==> src/rtl/dc_pkg.sv <==
package dc_pkg;

  typedef enum logic [2:0] {
    ST_IDLE,
    ST_EVICT,
    ST_FILL,
    ST_WORD,
    ST_RESP
  } dc_state_e;

  typedef struct packed {
    logic cacheable;
    logic write_back;
    logic wr_alloc;
    logic bufferable;
    logic merge_ok;
    logic bad_enc;
  } dc_policy_t;

endpackage

==> src/rtl/dc_attr_decode.sv <==
module dc_attr_decode
  import dc_pkg::*;
(
  input  logic       mmu_en,
  input  logic       attr_x,
  input  logic       attr_c,
  input  logic       attr_b,
  output dc_policy_t pol
);

  always_comb begin
    pol = '0;
    if (mmu_en) begin
      unique case ({attr_x, attr_c, attr_b})
        3'b001: begin
          pol.bufferable = 1'b1;
          pol.merge_ok   = 1'b1;
        end
        3'b010: begin
          pol.cacheable = 1'b1;
        end
        3'b011: begin
          pol.cacheable  = 1'b1;
          pol.write_back = 1'b1;
          pol.bufferable = 1'b1;
          pol.merge_ok   = 1'b1;
        end
        3'b100: begin
          pol.bad_enc = 1'b1;
        end
        3'b101: begin
          pol.bufferable = 1'b1;
        end
        3'b110: begin
          pol.cacheable  = 1'b1;
          pol.write_back = 1'b1;
        end
        3'b111: begin
          pol.cacheable  = 1'b1;
          pol.write_back = 1'b1;
          pol.wr_alloc   = 1'b1;
          pol.bufferable = 1'b1;
          pol.merge_ok   = 1'b1;
        end
        default: pol = '0;
      endcase
    end
  end

endmodule

==> src/rtl/dc_tag_store.sv <==
module dc_tag_store #(
  parameter int LINES = 8,
  parameter int TAG_W = 24,
  localparam int IDX_W = $clog2(LINES)
) (
  input  logic             clk,
  input  logic             rst_n,
  input  logic [IDX_W-1:0] rd_idx,
  output logic             rd_valid,
  output logic             rd_dirty,
  output logic [TAG_W-1:0] rd_tag,
  input  logic             wr_en,
  input  logic [IDX_W-1:0] wr_idx,
  input  logic             wr_valid,
  input  logic             wr_dirty,
  input  logic [TAG_W-1:0] wr_tag
);

  logic [LINES-1:0] valid_vec;
  logic [LINES-1:0] dirty_vec;
  logic [TAG_W-1:0] tag_arr [LINES];

  for (genvar i = 0; i < LINES; i++) begin : g_line
    logic             sel;
    logic             v_q;
    logic             d_q;
    logic [TAG_W-1:0] t_q;

    assign sel = wr_en && (wr_idx == IDX_W'(i));

    always_ff @(posedge clk or negedge rst_n) begin
      if (!rst_n) begin
        v_q <= 1'b0;
        d_q <= 1'b0;
      end else if (sel) begin
        v_q <= wr_valid;
        d_q <= wr_dirty;
      end
    end

    always_ff @(posedge clk) begin
      if (sel) begin
        t_q <= wr_tag;
      end
    end

    assign valid_vec[i] = v_q;
    assign dirty_vec[i] = d_q;
    assign tag_arr[i]   = t_q;
  end

  assign rd_valid = valid_vec[rd_idx];
  assign rd_dirty = dirty_vec[rd_idx];
  assign rd_tag   = tag_arr[rd_idx];

endmodule

==> src/rtl/dc_data_store.sv <==
module dc_data_store #(
  parameter int LINES  = 8,
  parameter int WPL    = 8,
  parameter int DATA_W = 32,
  localparam int IDX_W   = $clog2(LINES),
  localparam int WOFF_W  = $clog2(WPL),
  localparam int BE_W    = DATA_W / 8,
  localparam int ENTRIES = LINES * WPL
) (
  input  logic              clk,
  input  logic [IDX_W-1:0]  rd_idx,
  input  logic [WOFF_W-1:0] rd_word,
  output logic [DATA_W-1:0] rd_data,
  input  logic              wr_en,
  input  logic [IDX_W-1:0]  wr_idx,
  input  logic [WOFF_W-1:0] wr_word,
  input  logic [DATA_W-1:0] wr_data,
  input  logic [BE_W-1:0]   wr_be
);

  logic [DATA_W-1:0] mem [ENTRIES];

  assign rd_data = mem[{rd_idx, rd_word}];

  always_ff @(posedge clk) begin
    if (wr_en) begin
      for (int l = 0; l < BE_W; l++) begin
        if (wr_be[l]) begin
          mem[{wr_idx, wr_word}][l*8 +: 8] <= wr_data[l*8 +: 8];
        end
      end
    end
  end

endmodule

==> src/rtl/attr_dcache.sv <==
module attr_dcache
  import dc_pkg::*;
#(
  parameter int LINES      = 8,
  parameter int LINE_BYTES = 32,
  parameter int ADDR_W     = 32,
  parameter int DATA_W     = 32,
  localparam int BE_W   = DATA_W / 8,
  localparam int WPL    = LINE_BYTES / BE_W,
  localparam int BOFF_W = $clog2(BE_W),
  localparam int WOFF_W = $clog2(WPL),
  localparam int IDX_W  = $clog2(LINES),
  localparam int TAG_W  = ADDR_W - IDX_W - WOFF_W - BOFF_W
) (
  input  logic              clk,
  input  logic              rst_n,
  input  logic              mmu_en,
  input  logic              req_valid,
  input  logic              req_write,
  input  logic [ADDR_W-1:0] req_addr,
  input  logic [DATA_W-1:0] req_wdata,
  input  logic [BE_W-1:0]   req_be,
  input  logic              req_x,
  input  logic              req_c,
  input  logic              req_b,
  output logic              req_done,
  output logic [DATA_W-1:0] req_rdata,
  output logic              attr_err,
  input  logic              clean_valid,
  input  logic [IDX_W-1:0]  clean_index,
  output logic              clean_done,
  output logic              line_req,
  output logic              line_we,
  output logic [ADDR_W-1:0] line_addr,
  output logic [DATA_W-1:0] line_wdata,
  input  logic [DATA_W-1:0] line_rdata,
  input  logic              line_ack,
  output logic              word_req,
  output logic              word_we,
  output logic [ADDR_W-1:0] word_addr,
  output logic [DATA_W-1:0] word_wdata,
  output logic [BE_W-1:0]   word_be,
  output logic              word_buf,
  output logic              word_merge,
  input  logic [DATA_W-1:0] word_rdata,
  input  logic              word_ack
);

  localparam logic [WOFF_W-1:0] LAST_BEAT = WOFF_W'(WPL - 1);

  // Registered state
  dc_state_e         state_q, state_d;
  logic [WOFF_W-1:0] beat_q, beat_d;
  logic              clean_op_q, clean_op_d;
  logic              err_q, err_d;
  logic [DATA_W-1:0] rdata_q, rdata_d;

  // Request fields
  logic [TAG_W-1:0]  req_tag;
  logic [IDX_W-1:0]  req_idx;
  logic [WOFF_W-1:0] req_word;
  dc_policy_t        pol;

  assign req_tag  = req_addr[ADDR_W-1 -: TAG_W];
  assign req_idx  = req_addr[BOFF_W+WOFF_W +: IDX_W];
  assign req_word = req_addr[BOFF_W +: WOFF_W];

  dc_attr_decode u_decode (
    .mmu_en (mmu_en),
    .attr_x (req_x),
    .attr_c (req_c),
    .attr_b (req_b),
    .pol    (pol)
  );

  // Index currently worked on: a clean request wins in idle
  logic             use_clean;
  logic [IDX_W-1:0] cur_idx;

  assign use_clean = (state_q == ST_IDLE) ? clean_valid : clean_op_q;
  assign cur_idx   = use_clean ? clean_index : req_idx;

  // Tag store
  logic             t_valid, t_dirty;
  logic [TAG_W-1:0] t_tag;
  logic             tag_we;
  logic             tag_wvalid, tag_wdirty;
  logic [TAG_W-1:0] tag_wtag;

  dc_tag_store #(
    .LINES (LINES),
    .TAG_W (TAG_W)
  ) u_tags (
    .clk      (clk),
    .rst_n    (rst_n),
    .rd_idx   (cur_idx),
    .rd_valid (t_valid),
    .rd_dirty (t_dirty),
    .rd_tag   (t_tag),
    .wr_en    (tag_we),
    .wr_idx   (cur_idx),
    .wr_valid (tag_wvalid),
    .wr_dirty (tag_wdirty),
    .wr_tag   (tag_wtag)
  );

  // Data store
  logic [WOFF_W-1:0] d_rword;
  logic [DATA_W-1:0] d_rdata;
  logic              dat_we;
  logic [WOFF_W-1:0] dat_wword;
  logic [DATA_W-1:0] dat_wdata;
  logic [BE_W-1:0]   dat_wbe;

  assign d_rword = (state_q == ST_EVICT) ? beat_q : req_word;

  dc_data_store #(
    .LINES  (LINES),
    .WPL    (WPL),
    .DATA_W (DATA_W)
  ) u_data (
    .clk     (clk),
    .rd_idx  (cur_idx),
    .rd_word (d_rword),
    .rd_data (d_rdata),
    .wr_en   (dat_we),
    .wr_idx  (cur_idx),
    .wr_word (dat_wword),
    .wr_data (dat_wdata),
    .wr_be   (dat_wbe)
  );

  // Lookup
  logic hit;
  logic victim_dirty;
  logic last_ack;

  assign hit          = pol.cacheable && t_valid && (t_tag == req_tag);
  assign victim_dirty = t_valid && t_dirty;
  assign last_ack     = line_ack && (beat_q == LAST_BEAT);

  // Next-state logic
  always_comb begin
    state_d    = state_q;
    beat_d     = beat_q;
    clean_op_d = clean_op_q;
    err_d      = err_q;
    rdata_d    = rdata_q;
    tag_we     = 1'b0;
    tag_wvalid = t_valid;
    tag_wdirty = t_dirty;
    tag_wtag   = t_tag;
    dat_we     = 1'b0;
    dat_wword  = req_word;
    dat_wdata  = req_wdata;
    dat_wbe    = req_be;

    unique case (state_q)
      ST_IDLE: begin
        beat_d = '0;
        if (clean_valid) begin
          clean_op_d = 1'b1;
          err_d      = 1'b0;
          state_d    = victim_dirty ? ST_EVICT : ST_RESP;
        end else if (req_valid) begin
          clean_op_d = 1'b0;
          err_d      = pol.bad_enc;
          if (!req_write) begin
            if (hit) begin
              rdata_d = d_rdata;
              state_d = ST_RESP;
            end else if (pol.cacheable) begin
              state_d = victim_dirty ? ST_EVICT : ST_FILL;
            end else begin
              state_d = ST_WORD;
            end
          end else begin
            if (hit) begin
              dat_we = 1'b1;
              if (pol.write_back) begin
                tag_we     = 1'b1;
                tag_wdirty = 1'b1;
                state_d    = ST_RESP;
              end else begin
                state_d = ST_WORD;
              end
            end else if (pol.cacheable && pol.wr_alloc) begin
              state_d = victim_dirty ? ST_EVICT : ST_FILL;
            end else begin
              state_d = ST_WORD;
            end
          end
        end
      end

      ST_EVICT: begin
        if (line_ack) begin
          beat_d = beat_q + 1'b1;
          if (last_ack) begin
            beat_d = '0;
            if (clean_op_q) begin
              tag_we     = 1'b1;
              tag_wdirty = 1'b0;
              state_d    = ST_RESP;
            end else begin
              state_d = ST_FILL;
            end
          end
        end
      end

      ST_FILL: begin
        dat_wword = beat_q;
        dat_wdata = line_rdata;
        dat_wbe   = '1;
        if (line_ack) begin
          dat_we = 1'b1;
          beat_d = beat_q + 1'b1;
          if (last_ack) begin
            beat_d     = '0;
            tag_we     = 1'b1;
            tag_wvalid = 1'b1;
            tag_wdirty = 1'b0;
            tag_wtag   = req_tag;
            state_d    = ST_IDLE;  // request is replayed and now hits
          end
        end
      end

      ST_WORD: begin
        if (word_ack) begin
          rdata_d = word_rdata;
          state_d = ST_RESP;
        end
      end

      ST_RESP: begin
        state_d = ST_IDLE;
      end

      default: state_d = ST_IDLE;
    endcase
  end

  // Registers
  always_ff @(posedge clk or negedge rst_n) begin
    if (!rst_n) begin
      state_q    <= ST_IDLE;
      beat_q     <= '0;
      clean_op_q <= 1'b0;
      err_q      <= 1'b0;
    end else begin
      state_q    <= state_d;
      beat_q     <= beat_d;
      clean_op_q <= clean_op_d;
      err_q      <= err_d;
    end
  end

  always_ff @(posedge clk) begin
    rdata_q <= rdata_d;
  end

  // Outputs
  logic [TAG_W-1:0] line_tag;

  assign line_tag   = (state_q == ST_EVICT) ? t_tag : req_tag;
  assign line_req   = (state_q == ST_EVICT) || (state_q == ST_FILL);
  assign line_we    = (state_q == ST_EVICT);
  assign line_addr  = {line_tag, cur_idx, beat_q, {BOFF_W{1'b0}}};
  assign line_wdata = d_rdata;

  assign word_req   = (state_q == ST_WORD);
  assign word_we    = req_write;
  assign word_addr  = req_addr;
  assign word_wdata = req_wdata;
  assign word_be    = req_be;
  assign word_buf   = word_req && req_write && pol.bufferable;
  assign word_merge = word_req && req_write && pol.merge_ok;

  assign req_done   = (state_q == ST_RESP) && !clean_op_q;
  assign clean_done = (state_q == ST_RESP) && clean_op_q;
  assign attr_err   = req_done && err_q;
  assign req_rdata  = rdata_q;

endmodule

==> config.mk <==
export PLATFORM = sky130hd
export DESIGN_NAME = attr_dcache
export DESIGN_NICKNAME = d
export VERILOG_FILES = /design/src/rtl/dc_pkg.sv /design/src/rtl/dc_attr_decode.sv /design/src/rtl/dc_tag_store.sv /design/src/rtl/dc_data_store.sv /design/src/rtl/attr_dcache.sv
export SDC_FILE = /design/constraint.sdc
export NUM_CORES = 2
export LEC_CHECK = 0
export CAP_MARGIN = 10
export CORE_MARGIN = 2
export CORE_UTILIZATION = 51
export CTS_CLUSTER_DIAMETER = 60
export DETAILED_ROUTE_END_ITERATION = 10
export PLACE_DENSITY = 0.78
export SLEW_MARGIN = 20
export SYNTH_ARGS = -nofsm -noshare
export SYNTH_HDL_FRONTEND = slang
export SYNTH_SLANG_ARGS = --single-unit
==> constraint.sdc <==
create_clock -name clk -period 5.8 [get_ports clk]
set_input_delay 1.16 -clock clk [delete_from_list [all_inputs] [get_ports clk]]
set_output_delay 1.16 -clock clk [all_outputs]
set_load 0.02 [all_outputs]
==> out/metrics.cfg <==
[route]
drc = 0
vias_per_cell = 6.36
num_vias = 52199
wire_per_inst_um = 30.6
ant_nets = 0
drt-initial-drc-count = 8117
routed_wirelength_mm = 252
drt_pass1_iterations = 7

[synth]
syn_area_um2 = 91200
yosysTopAreaCellShare_pct = 74.8
ys_ff_latch = 2296
synth_top_cell_by_area = edfxtp_1
yosys_most_used_dff = edfxtp_1
synthArstFlopShare_pct = 1.05
synth.distinct_cells = 70
seq_area_frac_synth_pct = 75.5
ys_warn_count = 0
synth_cells = 4887
synth.area.top_cells = edfxtp_1 (75%), mux4_2 (13%), nand2_1 (2.5%)
syn_avg_cell_area_um2 = 18.7
synth_edf_count = 2272

[timing]
max_slew_margin_pct = 32.8
setup-violations-final = 1
fin_skew_ns = 0.0411
fin_hold_ws_ns = 0.286
drv_slew = 0
finalCriticalPeriod_ns = 5.84
finalHoldViolCount = 0
setup_ws_ns = -0.0390
fmax_ghz = 0.171
min_period_over_period_pct = 101
worstMarginPinSlew_ns = 1.00

[pwr]
ir_drop_v = 0.000291
power_density_nw_per_um2 = 430
leakage_nw = 35.7

[setup_path]
slowest_stage = a21oi_1
cp.arrival_ns = 4.68
path_max_fanout = 18
path_class = input pin to output port
crit_path_max_incr_delay_ns = 0.68
worst_ep_required_time_ns = 4.64
worstPathCellList = clkdlybuf4s50_1 -> mux2i_4 -> buf_4 -> buf_4 -> buf_12 -> buf_4 -> mux4_2 -> mux2i_1 -> o22ai_1 -> nor4_1 -> a21oi_1 -> buf_4
crit_path_end_kind = output port
start_kind = input pin
path_common_cell = buf_4

[clocking]
clockRootBuffer = clkbuf_16
cts_buffers = 208
htree_levels = 4
postCtsHoldBufs = 0
cts_tree = yes
clkSinkCount = 2296
worstSkewPairLatency_ns = 0.87
clk_path_buf_depth = 3
clkTransAtPathRegs_ns = 0.07

[layout]
drive_above_1_share_pct = 26.7
area_delta_synth_final_pct = 18.7
layout_common_cells = edfxtp_1 (2,272), nand2_1 (601), buf_4 (532), mux4_2 (512), nor2_1 (307)
final_common_cell = edfxtp_1
stdcell_count = 8213
nNetsFinal = 5818
register_area_um2 = 68800
multi_input_area_um2 = 20900
fillers = 11841
fin_area_um2 = 108000

[placed_design]
globalplace.congestion = 0.930
io_buffers = 312
dpl_cell_area_um2 = 101000
hpwlAfterDp_mm = 154
place_inst = 7810

[job]
cap_violations = 0

[global_routing]
grt_pass1_wl_mm = 358
met2_usage_pct = 42.2
global_route.usage.met3_pct = 7.08
grt_pass1_vias = 51339
overflow = 0
grt_usage_pct = 27.2
grt_max_degree = 65
antenna_found_initial = 10
gr-usage-met1_pct = 35.3
grt.busiest_layer = met2

[floorplanning]
coreArea_um2 = 178000
fp.dieArea_um2 = 182000
die_w_um = 427
fp-row-count = 155
start_util_pct = 51.2
die_height_um = 427
io_pins = 319

[outcome]
status = complete, but fails checks
violations = setup timing

[min_path]
hold_class = input pin to async pin

registers in the layout, indices dropped and copies added (netlist names):
signal	count
state_q	3
u_tags.g_line.v_q	8
req_rdata	32
u_data.mem	2048
u_tags.g_line.d_q	8
clean_op_q	1
u_tags.g_line.t_q	192
beat_q	3
err_q	1
cell usage after synthesis (all sizes together) (2+ instances only):
master  number
o31ai        2
ha           2
xnor2       24
nor4b        2
o22a        20
o221ai      39
a221oi       4
a211oi       8
or3          3
a21o         2
mux2        43
nor2       308
mux4       512
nor3         8
nand2      602
nor3b        3
mux2i       75
dfrtp       24
nand3        8
inv         17
buf        188
a22oi        2
and2         9
o32a         2
nor2b        4
and3         3
a21oi      282
o22ai       67
a21boi       4
a22o         3
a31oi        8
nand4        5
or2          3
nor4        77
nand2b       4
clkbuf     166
or4          3
o21ai       65
edfxtp    2272
power breakdown:
group	switching (mW)	internal, mW
Sequential	0.0650	19.8
Combinational	8.22	4.78
Clock	6.06	7.62
metal layers:
metal | routed length [µm] | vias to the layer above
li1 | - | 21059
met1 | 86700 | 26521
met2 | 119000 | 3915
met3 | 29900 | 694
met4 | 16300 | 10
met5 | 139 | -
layout make-up:
type                            count  area share [%]
Tap cell                         2355            2.72
Sequential cell                  2296            63.6
Multi-Input combinational cell   2220            19.3
Clock inverter                    128            1.19
Antenna cell                       17          0.0393
Inverter                           18          0.0647
Clock buffer                      253            5.02
Timing Repair Buffer              926            8.12
final timing paths:
kind / startpoint / endpoint / slack (ns) / cells past startpoint
max in group asynchronous: rst_n / u_tags.g_line[4].d_q$_DFFE_PN0P_ / 5.13 / 1
min reg2reg: err_q$_DFFE_PN0P_ / err_q$_DFFE_PN0P_ / 0.51 / 2
max: req_addr[2] / line_wdata[20] / -0.04 / 12
max reg2reg: state_q[1]$_DFFE_PN0P_ / u_tags.g_line[3].t_q[17]$_DFFE_PP_ / 0.68 / 16
min in group clk: err_q$_DFFE_PN0P_ / err_q$_DFFE_PN0P_ / 0.51 / 2
min: rst_n / u_tags.g_line[4].v_q$_DFFE_PN0P_ / 0.29 / 1
per-stage QoR:
stage | setup WS (ns) | TNS [ns] | utilization, % | total power [mW]
CTS | 0.000225 | 0 | 60.7 | 46.4
floorplan | 0.337 | 0 | - | 27.1
global placement | -0.471 | -59.40 | 56.8 | 32.4
global route | -0.0310 | -0.0409 | 60.8 | 47.8
detailed placement | -0.546 | -170.71 | 56.8 | 32.7
finish | -0.0390 | -0.0390 | 60.8 | 46.6
what timing repair did:
item,CTS,global route
pin swaps,4,3
gates cloned,1,0
buffers inserted,4,0
gates resized for setup,60,29
hold endpoints to repair,0,0
setup endpoints to repair,32,21
worst max-delay path, delay by kind of cell:
family / cells / cell delay (ns)
AND/OR/NAND/NOR: 1 / 0.18
buffers and inverters: 6 / 1.53
AO/OA/AOI/OAI: 2 / 1.23
multiplexers: 3 / 0.55
kinds of logic after synthesis:
family | count (synthesis) | synth area share (%)
simple gates | 1045 | 4.75
compound gates | 516 | 3.40
other cells | 1 | 0.00411
mux | 630 | 14.0
fa+ha+maj | 3 | 0.0384
buf+inv | 372 | 2.10
flops | 2296 | 75.5
xor+xnor | 24 | 0.231
Note: power is estimated with default switching activity, not from simulation.
